## src/rtl/pcar_pkg.sv

```systemverilog
package pcar_pkg;
  typedef enum logic [1:0] {
    CMD_NONE = 2'b00,
    CMD_RD   = 2'b01,
    CMD_WR   = 2'b10,
    CMD_BAD  = 2'b11
  } cmd_e;

  function automatic int pct_of(input int base, input int pct);
    return (base * pct) / 100;
  endfunction
endpackage

```

## src/rtl/pcar_burst_calc.sv

```systemverilog
module pcar_burst_calc #(
  parameter int ADDR_W      = 32,
  parameter int SIZE_W      = 8,
  parameter int BURST_BYTES = 32,
  parameter int OFF_W       = 5,
  parameter int TOT_W       = 9,
  parameter int NEED_W      = 5
) (
  input  logic [ADDR_W-1:0] addr_i,
  input  logic [SIZE_W-1:0] size_i,
  output logic [NEED_W-1:0] need_o
);
  logic [TOT_W:0] tot;

  // offset + size, rounded up to whole bursts
  always_comb begin
    tot = (TOT_W+1)'(addr_i[OFF_W-1:0]) + (TOT_W+1)'(size_i)
        + (TOT_W+1)'(BURST_BYTES - 1);
    need_o = tot[TOT_W:OFF_W];
  end

  logic unused_hi;
  assign unused_hi = ^addr_i[ADDR_W-1:OFF_W];
endmodule

```

## src/rtl/pcar_ch_admit.sv

```systemverilog
module pcar_ch_admit #(
  parameter int OCC_W  = 6,
  parameter int NEED_W = 5,
  parameter int RD_LIM = 8,
  parameter int WR_LIM = 8,
  parameter int HI_MK  = 6,
  parameter int LO_MK  = 4
) (
  input  logic              clk_i,
  input  logic              rst_ni,
  input  logic [OCC_W-1:0]  rd_occ_i,
  input  logic [OCC_W-1:0]  rsp_occ_i,
  input  logic [OCC_W-1:0]  wr_occ_i,
  input  logic [NEED_W-1:0] need_i,
  output logic              rd_fit_o,
  output logic              wr_fit_o,
  output logic              rd_below_o,
  output logic              wr_below_o,
  output logic              drain_o
);
  localparam int SUM_W = ((OCC_W > NEED_W) ? OCC_W : NEED_W) + 2;

  logic [SUM_W-1:0] rd_base, rd_tot, wr_tot;

  always_comb begin
    rd_base    = SUM_W'(rd_occ_i) + SUM_W'(rsp_occ_i);
    rd_tot     = rd_base + SUM_W'(need_i);
    wr_tot     = SUM_W'(wr_occ_i) + SUM_W'(need_i);
    rd_fit_o   = rd_tot <= SUM_W'(RD_LIM);
    wr_fit_o   = wr_tot <= SUM_W'(WR_LIM);
    rd_below_o = rd_base < SUM_W'(RD_LIM);
    wr_below_o = SUM_W'(wr_occ_i) < SUM_W'(WR_LIM);
  end

  always_ff @(posedge clk_i or negedge rst_ni) begin
    if (!rst_ni)                            drain_o <= 1'b0;
    else if (SUM_W'(wr_occ_i) >= SUM_W'(HI_MK)) drain_o <= 1'b1;
    else if (SUM_W'(wr_occ_i) <= SUM_W'(LO_MK)) drain_o <= 1'b0;
  end


  drain_rise_chk: assert property (@(posedge clk_i) disable iff (!rst_ni)
    $rose(drain_o) |-> SUM_W'($past(wr_occ_i)) >= SUM_W'(HI_MK));

  drain_fall_chk: assert property (@(posedge clk_i) disable iff (!rst_ni)
    $fell(drain_o) |-> SUM_W'($past(wr_occ_i)) <= SUM_W'(LO_MK));
endmodule

```

## src/rtl/pcar_retry_flag.sv

```systemverilog
module pcar_retry_flag (
  input  logic clk_i,
  input  logic rst_ni,
  input  logic set_i,
  input  logic below_i,
  output logic pend_o,
  output logic pulse_o
);
  always_ff @(posedge clk_i or negedge rst_ni) begin
    if (!rst_ni) begin
      pend_o  <= 1'b0;
      pulse_o <= 1'b0;
    end else if (set_i) begin
      pend_o  <= 1'b1;   // refusal wins over release
      pulse_o <= 1'b0;
    end else if (pend_o && below_i) begin
      pend_o  <= 1'b0;
      pulse_o <= 1'b1;
    end else begin
      pulse_o <= 1'b0;
    end
  end


  pulse_after_pend_chk: assert property (@(posedge clk_i) disable iff (!rst_ni)
    pulse_o |-> ($past(pend_o) && !pend_o));

  pulse_single_chk: assert property (@(posedge clk_i) disable iff (!rst_ni)
    pulse_o |=> !pulse_o);
endmodule

```

## src/rtl/pc_admit_router.sv

```systemverilog
module pc_admit_router
  import pcar_pkg::*;
#(
  parameter int ADDR_W      = 32,
  parameter int SIZE_W      = 8,
  parameter int BURST_BYTES = 32,
  parameter int CH_BIT      = 6,
  parameter int OCC_W       = 6,
  parameter int RD_BUF0     = 8,
  parameter int RD_BUF1     = 8,
  parameter int WR_BUF0     = 8,
  parameter int WR_BUF1     = 8,
  parameter int HI_PCT      = 85,
  parameter int LO_PCT      = 50
) (
  input  logic                  clk_i,
  input  logic                  rst_ni,
  input  logic                  req_valid_i,
  input  logic [1:0]            req_cmd_i,
  input  logic [ADDR_W-1:0]     req_addr_i,
  input  logic [SIZE_W-1:0]     req_size_i,
  output logic                  req_ready_o,
  output logic                  req_nack_o,
  output logic                  req_err_o,
  input  logic [1:0][OCC_W-1:0] rd_occ_i,
  input  logic [1:0][OCC_W-1:0] rsp_occ_i,
  input  logic [1:0][OCC_W-1:0] wr_occ_i,
  output logic [1:0]            push_o,
  output logic [ADDR_W-1:0]     push_addr_o,
  output logic                  push_write_o,
  output logic [1:0]            rd_retry_pend_o,
  output logic [1:0]            wr_retry_pend_o,
  output logic [1:0]            rd_retry_o,
  output logic [1:0]            wr_retry_o,
  output logic [1:0]            wr_drain_o
);
  localparam int OFF_W  = $clog2(BURST_BYTES);
  localparam int TOT_W  = ((SIZE_W > OFF_W) ? SIZE_W : OFF_W) + 1;
  localparam int NEED_W = TOT_W + 1 - OFF_W;
  localparam int RD_LIM = (RD_BUF0 + RD_BUF1) / 2;
  localparam int WR_LIM = (WR_BUF0 + WR_BUF1) / 2;
  localparam int HI_MK  = pct_of(WR_LIM, HI_PCT);
  localparam int LO_MK  = pct_of(WR_LIM, LO_PCT);

  cmd_e              cmd;
  logic              is_rd, is_wr, illegal, fits, ch_sel;
  logic [NEED_W-1:0] need, cur_idx, idx_q;
  logic              busy_q;
  logic [1:0]        rd_fit, wr_fit, rd_below, wr_below, rd_set, wr_set;

  assign cmd     = cmd_e'(req_cmd_i);
  assign is_rd   = (cmd == CMD_RD);
  assign is_wr   = (cmd == CMD_WR);
  assign illegal = !(is_rd || is_wr) || (is_rd && req_size_i == '0);
  assign ch_sel  = req_addr_i[CH_BIT];

  pcar_burst_calc #(
    .ADDR_W(ADDR_W), .SIZE_W(SIZE_W), .BURST_BYTES(BURST_BYTES),
    .OFF_W(OFF_W), .TOT_W(TOT_W), .NEED_W(NEED_W)
  ) u_calc (
    .addr_i(req_addr_i), .size_i(req_size_i), .need_o(need)
  );

  for (genvar c = 0; c < 2; c++) begin : g_ch
    pcar_ch_admit #(
      .OCC_W(OCC_W), .NEED_W(NEED_W), .RD_LIM(RD_LIM), .WR_LIM(WR_LIM),
      .HI_MK(HI_MK), .LO_MK(LO_MK)
    ) u_admit (
      .clk_i, .rst_ni,
      .rd_occ_i(rd_occ_i[c]), .rsp_occ_i(rsp_occ_i[c]), .wr_occ_i(wr_occ_i[c]),
      .need_i(need),
      .rd_fit_o(rd_fit[c]), .wr_fit_o(wr_fit[c]),
      .rd_below_o(rd_below[c]), .wr_below_o(wr_below[c]),
      .drain_o(wr_drain_o[c])
    );

    assign rd_set[c] = req_nack_o && is_rd && (ch_sel == 1'(c));
    assign wr_set[c] = req_nack_o && is_wr && (ch_sel == 1'(c));

    pcar_retry_flag u_rd_retry (
      .clk_i, .rst_ni, .set_i(rd_set[c]), .below_i(rd_below[c]),
      .pend_o(rd_retry_pend_o[c]), .pulse_o(rd_retry_o[c])
    );
    pcar_retry_flag u_wr_retry (
      .clk_i, .rst_ni, .set_i(wr_set[c]), .below_i(wr_below[c]),
      .pend_o(wr_retry_pend_o[c]), .pulse_o(wr_retry_o[c])
    );
  end

  assign fits    = is_wr ? wr_fit[ch_sel] : rd_fit[ch_sel];
  assign cur_idx = busy_q ? idx_q : '0;

  always_comb begin
    req_ready_o = 1'b0;
    req_nack_o  = 1'b0;
    req_err_o   = 1'b0;
    push_o      = 2'b00;
    if (req_valid_i) begin
      if (busy_q) begin
        push_o[ch_sel] = 1'b1;
        req_ready_o    = (idx_q == need - 1'b1);
      end else if (illegal) begin
        req_ready_o = 1'b1;
        req_err_o   = 1'b1;
      end else if (!fits) begin
        req_ready_o = 1'b1;
        req_nack_o  = 1'b1;
      end else if (need == '0) begin
        req_ready_o = 1'b1;
      end else begin
        push_o[ch_sel] = 1'b1;
        req_ready_o    = (need == NEED_W'(1));
      end
    end
  end

  assign push_addr_o  = {req_addr_i[ADDR_W-1:OFF_W], OFF_W'(0)}
                      + (ADDR_W'(cur_idx) << OFF_W);
  assign push_write_o = is_wr;

  always_ff @(posedge clk_i or negedge rst_ni) begin
    if (!rst_ni) begin
      busy_q <= 1'b0;
      idx_q  <= '0;
    end else if (busy_q) begin
      if (req_ready_o) busy_q <= 1'b0;
      else             idx_q  <= idx_q + 1'b1;
    end else if (push_o != 2'b00 && !req_ready_o) begin
      busy_q <= 1'b1;
      idx_q  <= NEED_W'(1);
    end
  end


  one_push_chk: assert property (@(posedge clk_i) disable iff (!rst_ni)
    $onehot0(push_o));

  hold_valid_chk: assert property (@(posedge clk_i) disable iff (!rst_ni)
    busy_q |-> req_valid_i);

  last_push_done_chk: assert property (@(posedge clk_i) disable iff (!rst_ni)
    $fell(busy_q) |-> $past(req_ready_o && push_o != 2'b00));

  nack_marks_chk: assert property (@(posedge clk_i) disable iff (!rst_ni)
    req_nack_o |=> (rd_retry_pend_o != 2'b00 || wr_retry_pend_o != 2'b00));
endmodule

```

## config.mk

```make
export PLATFORM = sky130hd
export DESIGN_NAME = pc_admit_router
export DESIGN_NICKNAME = d
export VERILOG_FILES = /design/src/rtl/pcar_pkg.sv /design/src/rtl/pcar_burst_calc.sv /design/src/rtl/pcar_ch_admit.sv /design/src/rtl/pcar_retry_flag.sv /design/src/rtl/pc_admit_router.sv
export SDC_FILE = /design/constraint.sdc
export NUM_CORES = 1
export LEC_CHECK = 0
export ABC_CLOCK_PERIOD_IN_PS = 7300
export BUFFER_PORTS_ARGS = -buffer_cell sky130_fd_sc_hd__clkbuf_2
export CAP_MARGIN = 15
export CORE_MARGIN = 2
export CORE_UTILIZATION = 47
export CTS_BUF_LIST = sky130_fd_sc_hd__clkbuf_8
export CTS_CLUSTER_DIAMETER = 100
export DETAILED_ROUTE_END_ITERATION = 8
export PLACE_DENSITY = 0.75
export SETUP_SLACK_MARGIN = 0.4
export SLEW_MARGIN = 30
export SYNTH_ARGS = -nofsm -noshare
export SYNTH_HDL_FRONTEND = slang
export SYNTH_SLANG_ARGS = --single-unit
export TNS_END_PERCENT = 5
```

## constraint.sdc

```tcl
create_clock -name clk_i -period 7.3 [get_ports clk_i]
set_input_delay 1.46 -clock clk_i [delete_from_list [all_inputs] [get_ports clk_i]]
set_output_delay 1.46 -clock clk_i [all_outputs]
set_load 0.02 [all_outputs]
```

==> results of run 1 <==
-- cell type report --
cell class | count | area [µm²]
Tap cell | 99 | 124
Fill cell | 690 | 2800
Multi-Input combinational cell | 375 | 3050
Clock buffer | 4 | 55.1
Sequential cell | 16 | 400
Inverter | 29 | 109
Timing Repair Buffer | 140 | 761
-- routing by layer --
layer | vias to the layer above | wire length, µm | GRT usage [%]
met2 | 115 | 4780 | 41.1
met3 | 12 | 414 | 3.42
met5 | - | 0 | 0
met1 | 1729 | 4020 | 28.0
met4 | 0 | 109 | 4.80
li1 | 1802 | - | -
-- through the flow --
step	cell area, µm²	power (W)	hold WS, ps
after CTS	4480	0.000895	525
after global routing	4500	0.000981	554
after global placement	4240	0.000750	528
final	4500	0.000901	527
after floorplan	3630	0.000620	477
after detailed placement	4240	0.000772	523
-- synth_stat cells, types with 3 or more instances --
cell type	n	area (µm²)
o32ai_1	4	35.0
o21ai_0	10	50.1
and2_1	8	50.1
inv_1	29	109
ha_1	42	526
fa_1	8	160
o21a_1	4	30.0
nand2b_1	6	37.5
nor2b_1	3	18.8
nand4_1	6	37.5
nor2_1	37	139
mux2i_1	6	60.1
nor3_1	7	35.0
a21o_1	11	82.6
nor4_1	3	18.8
a21oi_2	3	26.3
nand3b_1	3	22.5
buf_6	5	56.3
and3_1	4	25.0
xor2_1	16	140
a31oi_1	4	25.0
and4_1	3	26.3
nand2_1	35	131
o211ai_1	4	30.0
buf_4	15	113
xnor2_1	35	307
o311a_1	4	40.0
a21oi_1	23	115
nand3_1	15	75.1
dfrtp_1	16	400
-- worst min-delay path by stage --
| stage | from | endpoint | slack [ps] | cells past startpoint |
|---|---|---|---|---|
| detailed placement | g_ch[1].u_wr_retry.pend_o | g_ch[1].u_wr_retry.pulse_o | 520 | 1 |
| global placement | g_ch[0].u_wr_retry.pend_o | g_ch[0].u_wr_retry.pulse_o | 530 | 1 |
| floorplan | g_ch[0].u_rd_retry.pend_o | g_ch[0].u_rd_retry.pend_o | 480 | 2 |
| finish | g_ch[1].u_wr_retry.pend_o | g_ch[1].u_wr_retry.pulse_o | 530 | 1 |
| CTS | g_ch[1].u_wr_retry.pend_o | g_ch[1].u_wr_retry.pulse_o | 520 | 1 |
| global route | g_ch[1].u_wr_retry.pend_o | g_ch[1].u_wr_retry.pulse_o | 550 | 1 |
-- cells by family after synthesis --
group / count (synthesis) / share of synthesized area (%)
AO/OA/AOI/OAI: 101 / 22.2
XOR/XNOR: 52 / 13.2
adder cells (fa/ha/maj): 52 / 19.9
buffers and inverters: 52 / 8.42
flip-flops: 16 / 11.3
multiplexers: 6 / 1.69
other: 1 / 0.106
AND/OR/NAND/NOR: 155 / 23.1
-- sequential cells by signal, indices dropped and copies added (netlist names) --
name                     cells
g_ch.u_wr_retry.pulse_o      2
busy_q                       1
g_ch.u_rd_retry.pulse_o      2
g_ch.u_rd_retry.pend_o       2
g_ch.u_wr_retry.pend_o       2
g_ch.u_admit.drain_o         2
idx_q                        5
-- worst register-to-register path: stages, from the launching register on --
cell	delay, ps
dfrtp_1	440
xnor3_1	420
nor2_1	110
o311ai_1	100
buf_4	170
and2_2	210
or2_0	200
o21a_1	160
-- what timing repair did --
action | in CTS | in global routing
pin swaps | 25 | 2
gates resized for setup | 24 | 3
cloned | 0 | 0
buffers inserted | 9 | 0
endpoints found under the setup margin | 4 | 4
hold buffers | 0 | 0
-- power by group through the flow --
stage                     sequential, W  combinational, W   clock, W
after floorplan                0.000136          0.000484          0
after global placement         0.000150          0.000601          0
after detailed placement       0.000151          0.000621          0
after CTS                      0.000150          0.000664  0.0000815
after global routing           0.000156          0.000736  0.0000882
final                          0.000150          0.000669  0.0000828
==> metrics.csv, run 1 <==
metric,value,unit
synth.distinct_cells,85,
path_cells,clkbuf_2 -> ha_4 -> fa_2 -> and2_4 -> and2_2 -> o211a_1 -> nor2_2 -> nand2_2 -> xnor2_2 -> a21oi_2 -> xnor2_2 -> buf_4 -> fa_2 -> xor2_1 -> nor4_2 -> nor2_1 -> o21a_1 -> nor3_2 -> mux2i_1 -> o41ai_2 -> a31oi_4 -> a211oi_2 -> o211a_1 -> clkbuf_8,
path_max_fanout,4,
cp.buffers_inverters,3,
syn_inst,435,
synth_seq_area_share,11.3,%
final_common_cell,clkbuf_2,
slowest_stage,fa_2,
async_flop_share,100,%
reg2regPathDepth,7,
dpl.cell_count,650,
preCtsSetupSlack,-113,ps
outcome,"finished, final reports clean",
p_comb_share,74.2,%
hp-class,reg -> reg,
grt_antenna_before_repair,0,
utilization,61.7,%
io_buffers,123,
cts-buffers-inserted,3,
synth-edff-count,0,
track_usage,22.5,%
synthToLayoutAreaGrowth,26.7,%
finalWirelength,9.32,mm
required,5840,ps
finalWorstSetupSlack,253,ps
cp-start-kind,input pin,
final_nets,696,
fmax,142,MHz
setup_viol,0,
synth_flop_cell,dfrtp_1,
vias_per_cell,5.52,
grt_max_degree,17,
p_int,0.000458,W
boundaryPins,129,
slew_violations,0,
core,0.00729,mm²
skew,3.44,ps
drive_gt1_share,35.3,%
grt-ovfl-total,0,
pwr-share-seq,16.6,%
cts.sinks,16,
p_switching,0.000444,W
rows,31,
clk_latency,260,ps
drtIter0Drc,181,
fp.dieW,90.9,µm
fin_crit_sh,96.5,%
clockPowerShare,9.2,%
reg2reg_slack,5380,ps
r2r_start,idx_q[0],
irDropWorstVdd,85.7,µV
wl_per_cell,14.1,µm
crit_family,compound AO/OA/AOI/OAI gates,
switching_share,49.2,%
hold_viol,0,
slew_headroom,59.5,%
critical_path_class,in -> out,
layout_common_cells,"clkbuf_2 (121), ha_1 (41), nand2_1 (34), nor2_1 (34), xnor2_1 (31)",
cts_tree,built,
ant_nets,0,
maxCapViolCount,0,
syn_area,0.00355,mm²
synth_seq_cells,16,
initial_utilization,48.7,%
p_leak,2.23,nW
drtPass1Iterations,4,
crit_end,push_o[0],
cts_buffer_depth,2,
cts-root-buf,clkbuf_8,
cts.clk_slew.worst_paths,70,ps
htreeDepth,1,
cp-end-kind,output port,
crit_path_start,req_size_i[0],
place.gp.congestion,0.917,
drc,0,
dpl.hpwl,7.72,mm
syn_area_per_cell,8.16,µm²
synth_warnings,0,
grt_pass1_vias,3487,
fp.dieArea,0.00826,mm²
fin_crit,7050,ps
fin_setup_tns,0,ps
stdcell_count,663,
critical_path_depth,24,
slowest_delay,380,ps
grt_pass1_wl,15.7,mm
critPathArrivalTime,5590,ps
rr_endpoint,idx_q[0],
rsz0062_at_grt,yes,
num_vias,3658,
tightest_slew,604,ps
die_y,90.9,µm
pwr_density_cell,200,mW/mm²
diodes,0,
(Power assumes the default switching activity.)
==> inputs of run 2 (changes only) <==
--- a/config.mk
+++ b/config.mk
@@ -10,10 +10,11 @@
 export CAP_MARGIN = 15
 export CORE_MARGIN = 2
 export CORE_UTILIZATION = 47
-export CTS_BUF_LIST = sky130_fd_sc_hd__clkbuf_8
+export CTS_BUF_LIST = sky130_fd_sc_hd__clkbuf_2 sky130_fd_sc_hd__clkbuf_4 sky130_fd_sc_hd__clkbuf_8
 export CTS_CLUSTER_DIAMETER = 100
 export DETAILED_ROUTE_END_ITERATION = 8
 export PLACE_DENSITY = 0.75
+export REMOVE_ABC_BUFFERS = 1
 export SETUP_SLACK_MARGIN = 0.4
 export SLEW_MARGIN = 30
 export SYNTH_ARGS = -nofsm -noshare
==> run 2 against run 1 <==
Against the previous run:
- via count decreased by 1.0%
- maximum frequency fell by 2.0%
- setup slack got worse by 140 ps
- total power is 0.35% higher
- first-iteration DRC count down 23%
- sequential share of layout area down 0.13 points
- sequential cell count unchanged
- clock power shrank 17%
- final area up 1.5%
- critical path type unchanged
==> metrics.csv, run 2 (synthesized netlist as in run 1, its figures left out) <==
metric,value,unit,change
critical_path_class,in -> out,,
p_leak,2.24,nW,+0.55%
fmax,139,MHz,-2.0%
slowest_delay,410,ps,+30 ps
ff_latch_area,400,µm²,unchanged
fp.dieW,90.9,µm,unchanged
reg2regPathDepth,7,,unchanged
required,5840,ps,about the same
die_y,90.9,µm,unchanged
skew,4.19,ps,+0.742 ps
hp-start,g_ch[1].u_wr_retry.pend_o,,
stdcell_count,666,,+0.45%
cts_buffer_depth,2,,unchanged
rr_endpoint,idx_q[0],,
drtIter0Drc,139,,-23%
htreeDepth,1,,unchanged
grt-ovfl-total,0,,unchanged
setup_viol,0,,unchanged
place.gp.congestion,0.886,,-3.4%
hp-class,reg -> reg,,
rows,31,,unchanged
crit_end,push_o[0],,
cts-root-buf,clkbuf_8,,
fin_crit,7190,ps,+142 ps
totalPowerFinal,0.000905,W,+0.35%
track_usage,22.3,%,-0.24 points
multiInputGateArea,0.00307,mm²,+0.86%
outcome,"finished, final reports clean",,
wl_per_cell,13.9,µm,-1.3%
path_cells,buf_8 -> ha_4 -> fa_2 -> and2_4 -> and2_4 -> o211a_1 -> nor2_2 -> nand2_2 -> xnor2_2 -> a21oi_2 -> xnor2_2 -> buf_4 -> fa_2 -> xor2_2 -> nor4_4 -> nor2_2 -> o21a_1 -> nor3_2 -> mux2i_1 -> o41ai_2 -> a31oi_4 -> a211oi_2 -> o211a_1 -> buf_6,,
largest_reg_flops,5,,unchanged
finalWirelength,9.24,mm,-0.87%
boundaryPins,129,,unchanged
drive_gt1_share,36.2,%,+0.87 points
max_flop_register,idx_q,,
irDropWorstVdd,80.8,µV,-5.7%
grt_max_degree,17,,unchanged
r2r_start,idx_q[0],,
grt_pass1_wl,15.7,mm,-0.31%
vias_per_cell,5.44,,-1.5%
holdWs,535,ps,+8.84 ps
clk_latency,260,ps,about the same
grt_pass1_vias,3577,,+2.6%
final_nets,700,,+0.57%
hold_buffers,0,,unchanged
ant_nets,0,,unchanged
num_vias,3621,,-1.0%
fp.dieArea,0.00826,mm²,unchanged
cp-start-kind,input pin,,
reg2reg_slack,5410,ps,+30 ps
slew_violations,0,,unchanged
critPathArrivalTime,5730,ps,+140 ps
diodes,0,,unchanged
dpl.hpwl,7.63,mm,-1.1%
cts.clk_slew.worst_paths,60,ps,about the same
maxCapViolCount,0,,unchanged
final_common_cell,clkbuf_2,,
layout_common_cells,"clkbuf_2 (117), ha_1 (39), nand2_1 (34)",,
nFillCells,636,,-7.8%
slew_headroom,49.5,%,-10 points
tightest_slew,752,ps,+148 ps
rsz0062_at_grt,yes,,
fin_crit_sh,98.5,%,+1.9 points
fin_setup_tns,0,ps,unchanged
preCtsSetupSlack,-232,ps,-118 ps
cts.sinks,16,,unchanged
drc,0,,unchanged
drtPass1Iterations,4,,unchanged
path_max_fanout,4,,unchanged
slowest_stage,o41ai_2,,
pwr_density_cell,198,mW/mm²,-1.2%
io_buffers,123,,unchanged
synthToLayoutAreaGrowth,28.6,%,
crit_path_start,req_size_i[0],,
cp-end-kind,output port,,
cts-buffers-inserted,3,,unchanged
grt_antenna_before_repair,0,,unchanged
initial_utilization,48.7,%,unchanged
dpl.cell_count,655,,+0.77%
hold_viol,0,,unchanged
cts_tree,built,,
finalWorstSetupSlack,111,ps,-142 ps
core,0.00729,mm²,unchanged
min_path_cells,1,,unchanged
run 2: changes by cell type in the layout (fill, tap and decap cells not counted), moves of 2 or more:
cell and delta:
buf_4 +4, buf_6 +4, clkbuf_2 -4, clkbuf_8 -2
fa_1 +3, fa_2 -3, ha_1 -2, nor2_1 -2
run 2: final cells by class:
class	count	area share, %
clock buffer	3	0.904
sequential	16	8.77
inverter	29	2.38
timing repair buffer	144	17.9
multi-input combinational	375	67.3
tap	99	2.71
run 2: critical path: cells and delay by family:
kind,cells,cell delay [ps]
AND/OR/NAND/NOR,7,1020
adder cells (fa/ha/maj),3,860
multiplexers,1,120
XOR/XNOR,3,390
buffers and inverters,3,380
AO/OA/AOI/OAI,7,1470
run 2: metal layers:
layer  routed length (µm)  up-vias  GRT usage [%]
met2                 4510      117           39.4
met5                    0        -              0
met1                 4000     1673           28.8
li1                     -     1812              -
met4                  185        0           5.81
met3                  539       19           2.50
run 2: how the worst min path moves through the flow:
stage	to	slack, ps
floorplan	idx_q[0]	570
global placement	g_ch[0].u_rd_retry.pend_o	520
detailed placement	g_ch[0].u_rd_retry.pend_o	520
CTS	g_ch[1].u_wr_retry.pulse_o	530
global route	g_ch[1].u_wr_retry.pulse_o	560
finish	g_ch[1].u_wr_retry.pulse_o	540
run 2: metrics by stage:
step / utilization [%] / cell area (µm²)
after global placement: 58.0 / 4230
after CTS: 61.4 / 4480
after global routing: 62.6 / 4570
final: 62.6 / 4570
after floorplan: - / 3390
after detailed placement: 58.0 / 4230
run 2: report_power, final:
part            total, W  internal [W]  switching [W]  leakage (nW)
combinational   0.000686      0.000304       0.000382          2.02
clock          0.0000686     0.0000367      0.0000319        0.0216
sequential      0.000150      0.000114      0.0000353         0.198
total           0.000905      0.000455       0.000450          2.24
run 2: what timing repair did:
item                                    CTS  global route
hold endpoints to repair                  0             0
buffers inserted                          6             2
pin swaps                                21            18
endpoints found under the setup margin    4             4
gates resized for setup                  32            22
==> inputs of run 3 (changes only) <==
--- a/config.mk
+++ b/config.mk
@@ -5,6 +5,7 @@
 export SDC_FILE = /design/constraint.sdc
 export NUM_CORES = 1
 export LEC_CHECK = 0
+export ABC_AREA = 1
 export ABC_CLOCK_PERIOD_IN_PS = 7300
 export BUFFER_PORTS_ARGS = -buffer_cell sky130_fd_sc_hd__clkbuf_2
 export CAP_MARGIN = 15
@@ -13,7 +14,7 @@
 export CTS_BUF_LIST = sky130_fd_sc_hd__clkbuf_2 sky130_fd_sc_hd__clkbuf_4 sky130_fd_sc_hd__clkbuf_8
 export CTS_CLUSTER_DIAMETER = 100
 export DETAILED_ROUTE_END_ITERATION = 8
-export PLACE_DENSITY = 0.75
+export PLACE_DENSITY = 0.76
 export REMOVE_ABC_BUFFERS = 1
 export SETUP_SLACK_MARGIN = 0.4
 export SLEW_MARGIN = 30
==> run 3 against run 2 <==
Against the previous run:
- sequential cell count did not move
- maximum frequency grew 9.0%
- wire length decreased by 5.8%
- synthesized cell count rose by 18%
- first-iteration DRC count is 21% lower
- critical endpoint is now req_ready_o
- highest routed layer unchanged
==> metrics.csv, run 3 <==
metric,value,unit,change
outcome,"finished, final reports clean",,
multiInputGateArea,0.00272,mm²,-11%
rsz0062_at_grt,no,,
synthToLayoutAreaGrowth,22.4,%,
required,5840,ps,about the same
r2r_start,busy_q,,
yosys.area.top_type_share,15.1,%,+0.31 points
synth-edff-count,0,,unchanged
pwr_density_cell,166,mW/mm²,-16%
core,0.00721,mm²,-1.1%
final_common_cell,clkbuf_2,,
nFillCells,701,,+10%
synth.distinct_cells,50,,-41%
synth_warnings,0,,unchanged
met2_length,4.51,mm,about the same
grt_antenna_before_repair,0,,unchanged
num_vias,3635,,+0.39%
clk_latency,260,ps,about the same
cp.buffers_inverters,8,,+5
cp-end-kind,output port,,
slew_violations,0,,unchanged
fin_crit_sh,90.3,%,-8.2 points
critPathArrivalTime,5130,ps,-600 ps
place.gp.congestion,0.837,,-5.5%
dpl.cell_count,727,,+11%
diodes,0,,unchanged
yosysMostFrequentCell,nand2_1,,
slew_headroom,63.2,%,+14 points
cts_buffer_depth,2,,unchanged
stdcell_count,733,,+10%
drtIter0Drc,110,,-21%
max_flop_register,idx_q,,
synthTopCellsByArea,"ha_1 (15%), nand2_1 (12%), dfrtp_1 (12%)",,
irDropWorstVdd,104,µV,+29%
wl_per_cell,11.9,µm,-14%
finalWirelength,8.70,mm,-5.8%
drc,0,,unchanged
fin_crit,6590,ps,-596 ps
syn_inst,515,,+18%
grt_pass1_vias,3494,,-2.3%
hold_viol,0,,unchanged
syn_area,0.00348,mm²,-2.1%
slowest_stage,fa_1,,
fin_setup_tns,0,ps,unchanged
synth_seq_cells,16,,unchanged
htreeDepth,1,,unchanged
largest_reg_flops,5,,unchanged
ys_top_cells_by_count,"nand2_1 (107), inv_1 (82), nand3_1 (45), nor2_1 (44), ha_1 (42)",,
cts_tree,built,,
highest_layer,met4,,
utilization,59.0,%,-3.6 points
holdWs,523,ps,-12.8 ps
grt_max_degree,17,,unchanged
skew,9.53,ps,+5.35 ps
async_flop_share,100,%,unchanged
synth_largest_area_cell,ha_1,,
initial_utilization,48.2,%,-0.50 points
p_leak,2.52,nW,+12%
crit_top_cell,inv_1,,
fp.dieArea,0.00810,mm²,-2.0%
cts-buffers-inserted,3,,unchanged
maxCapViolCount,0,,unchanged
hp-start,g_ch[0].u_wr_retry.pend_o,,
crit_family,adder cells,,
hold_buffers,0,,unchanged
met1Wirelength,3.69,mm,-7.9%
met3_length,381,µm,-29%
io_buffers,123,,unchanged
synth_seq_area_share,11.5,%,+0.24 points
drive_gt1_share,29.0,%,-7.1 points
tightest_slew,547,ps,-205 ps
track_usage,21.3,%,-1.0 points
critical_path_class,in -> out,,
path_max_fanout,6,,+2
fmax,152,MHz,+9.0%
layout_common_cells,"clkbuf_2 (123), nand2_1 (104), inv_1 (79)",,
grt-ovfl-total,0,,unchanged
fp.dieW,90.0,µm,-1.0%
cts.clk_slew.worst_paths,80,ps,+20 ps
syn_area_per_cell,6.75,µm²,-17%
reg2reg_slack,5640,ps,+230 ps
setup_viol,0,,unchanged
synth_flop_cell,dfrtp_1,,
dpl.hpwl,7.44,mm,-2.5%
cts-root-buf,clkbuf_8,,
drtPass1Iterations,4,,unchanged
cts.sinks,16,,unchanged
ff_latch_area,400,µm²,unchanged
vias_per_cell,4.96,,-8.8%
cp-start-kind,input pin,,
final_nets,766,,+9.4%
slowest_delay,440,ps,+30 ps
ant_nets,0,,unchanged
crit_path_start,req_addr_i[0],,
die_y,90.0,µm,-1.0%
grt_pass1_wl,14.6,mm,-6.6%
rows,31,,unchanged
hp-class,reg -> reg,,
boundaryPins,129,,unchanged
==> run 3: path summary, 6_finish.rpt <==
| check | to | depth (start not counted) |
|---|---|---|
| setup / recovery | req_ready_o | 26 |
| max in group asynchronous | g_ch[1].u_wr_retry.pulse_o | 1 |
| setup reg to reg | idx_q[1] | 9 |
| min in group asynchronous | g_ch[0].u_wr_retry.pulse_o | 1 |
| hold reg to reg | g_ch[0].u_wr_retry.pulse_o | 2 |
| hold / removal | g_ch[0].u_wr_retry.pulse_o | 2 |
==> run 3: cell type report <==
cell class	count	area share, %
Inverter	86	7.59
Timing Repair Buffer	125	14.8
Multi-Input combinational cell	403	64.0
Sequential cell	16	9.41
Tap cell	99	2.91
Clock buffer	4	1.29
==> run 3: cell families after synthesis <==
logic type      share of synthesized area, %
xor+xnor                                10.1
buf+inv                                 13.4
other cells                            0.108
simple gates                            36.6
flops                                   11.5
fa+ha+maj                               19.7
compound gates                          8.64
==> run 3: metrics by stage <==
step	setup WS (ps)	total power, W	instance area [µm²]
finish	708	0.000706	4260
floorplan	1110	0.000467	3360
detailed placement	483	0.000595	4100
CTS	495	0.000682	4160
global placement	680	0.000582	4100
global route	357	0.000781	4260
==> run 3: what timing repair did <==
action | in CTS | in global routing
gates resized for setup | 0 | 18
endpoints found under the hold margin | 0 | 0
endpoints found under the setup margin | 0 | 4
setup buffers | 0 | 2
==> run 3: worst min-delay path, cell delays in order (launching register included) <==
cell and delay (ps):
dfrtp_1 370, nand3_1 80, inv_1 50
==> run 3: metal layers <==
metal,vias to the layer above,GRT usage [%]
met4,0,5.64
li1,1877,-
met5,-,0
met2,80,39.8
met3,13,3.52
met1,1665,25.0
==> run 3: power breakdown <==
part | total [W] | internal, W | switching [W]
Sequential | 0.000140 | 0.000110 | 0.0000302
Combinational | 0.000482 | 0.000190 | 0.000292
Clock | 0.0000836 | 0.0000480 | 0.0000356
Total | 0.000706 | 0.000348 | 0.000358
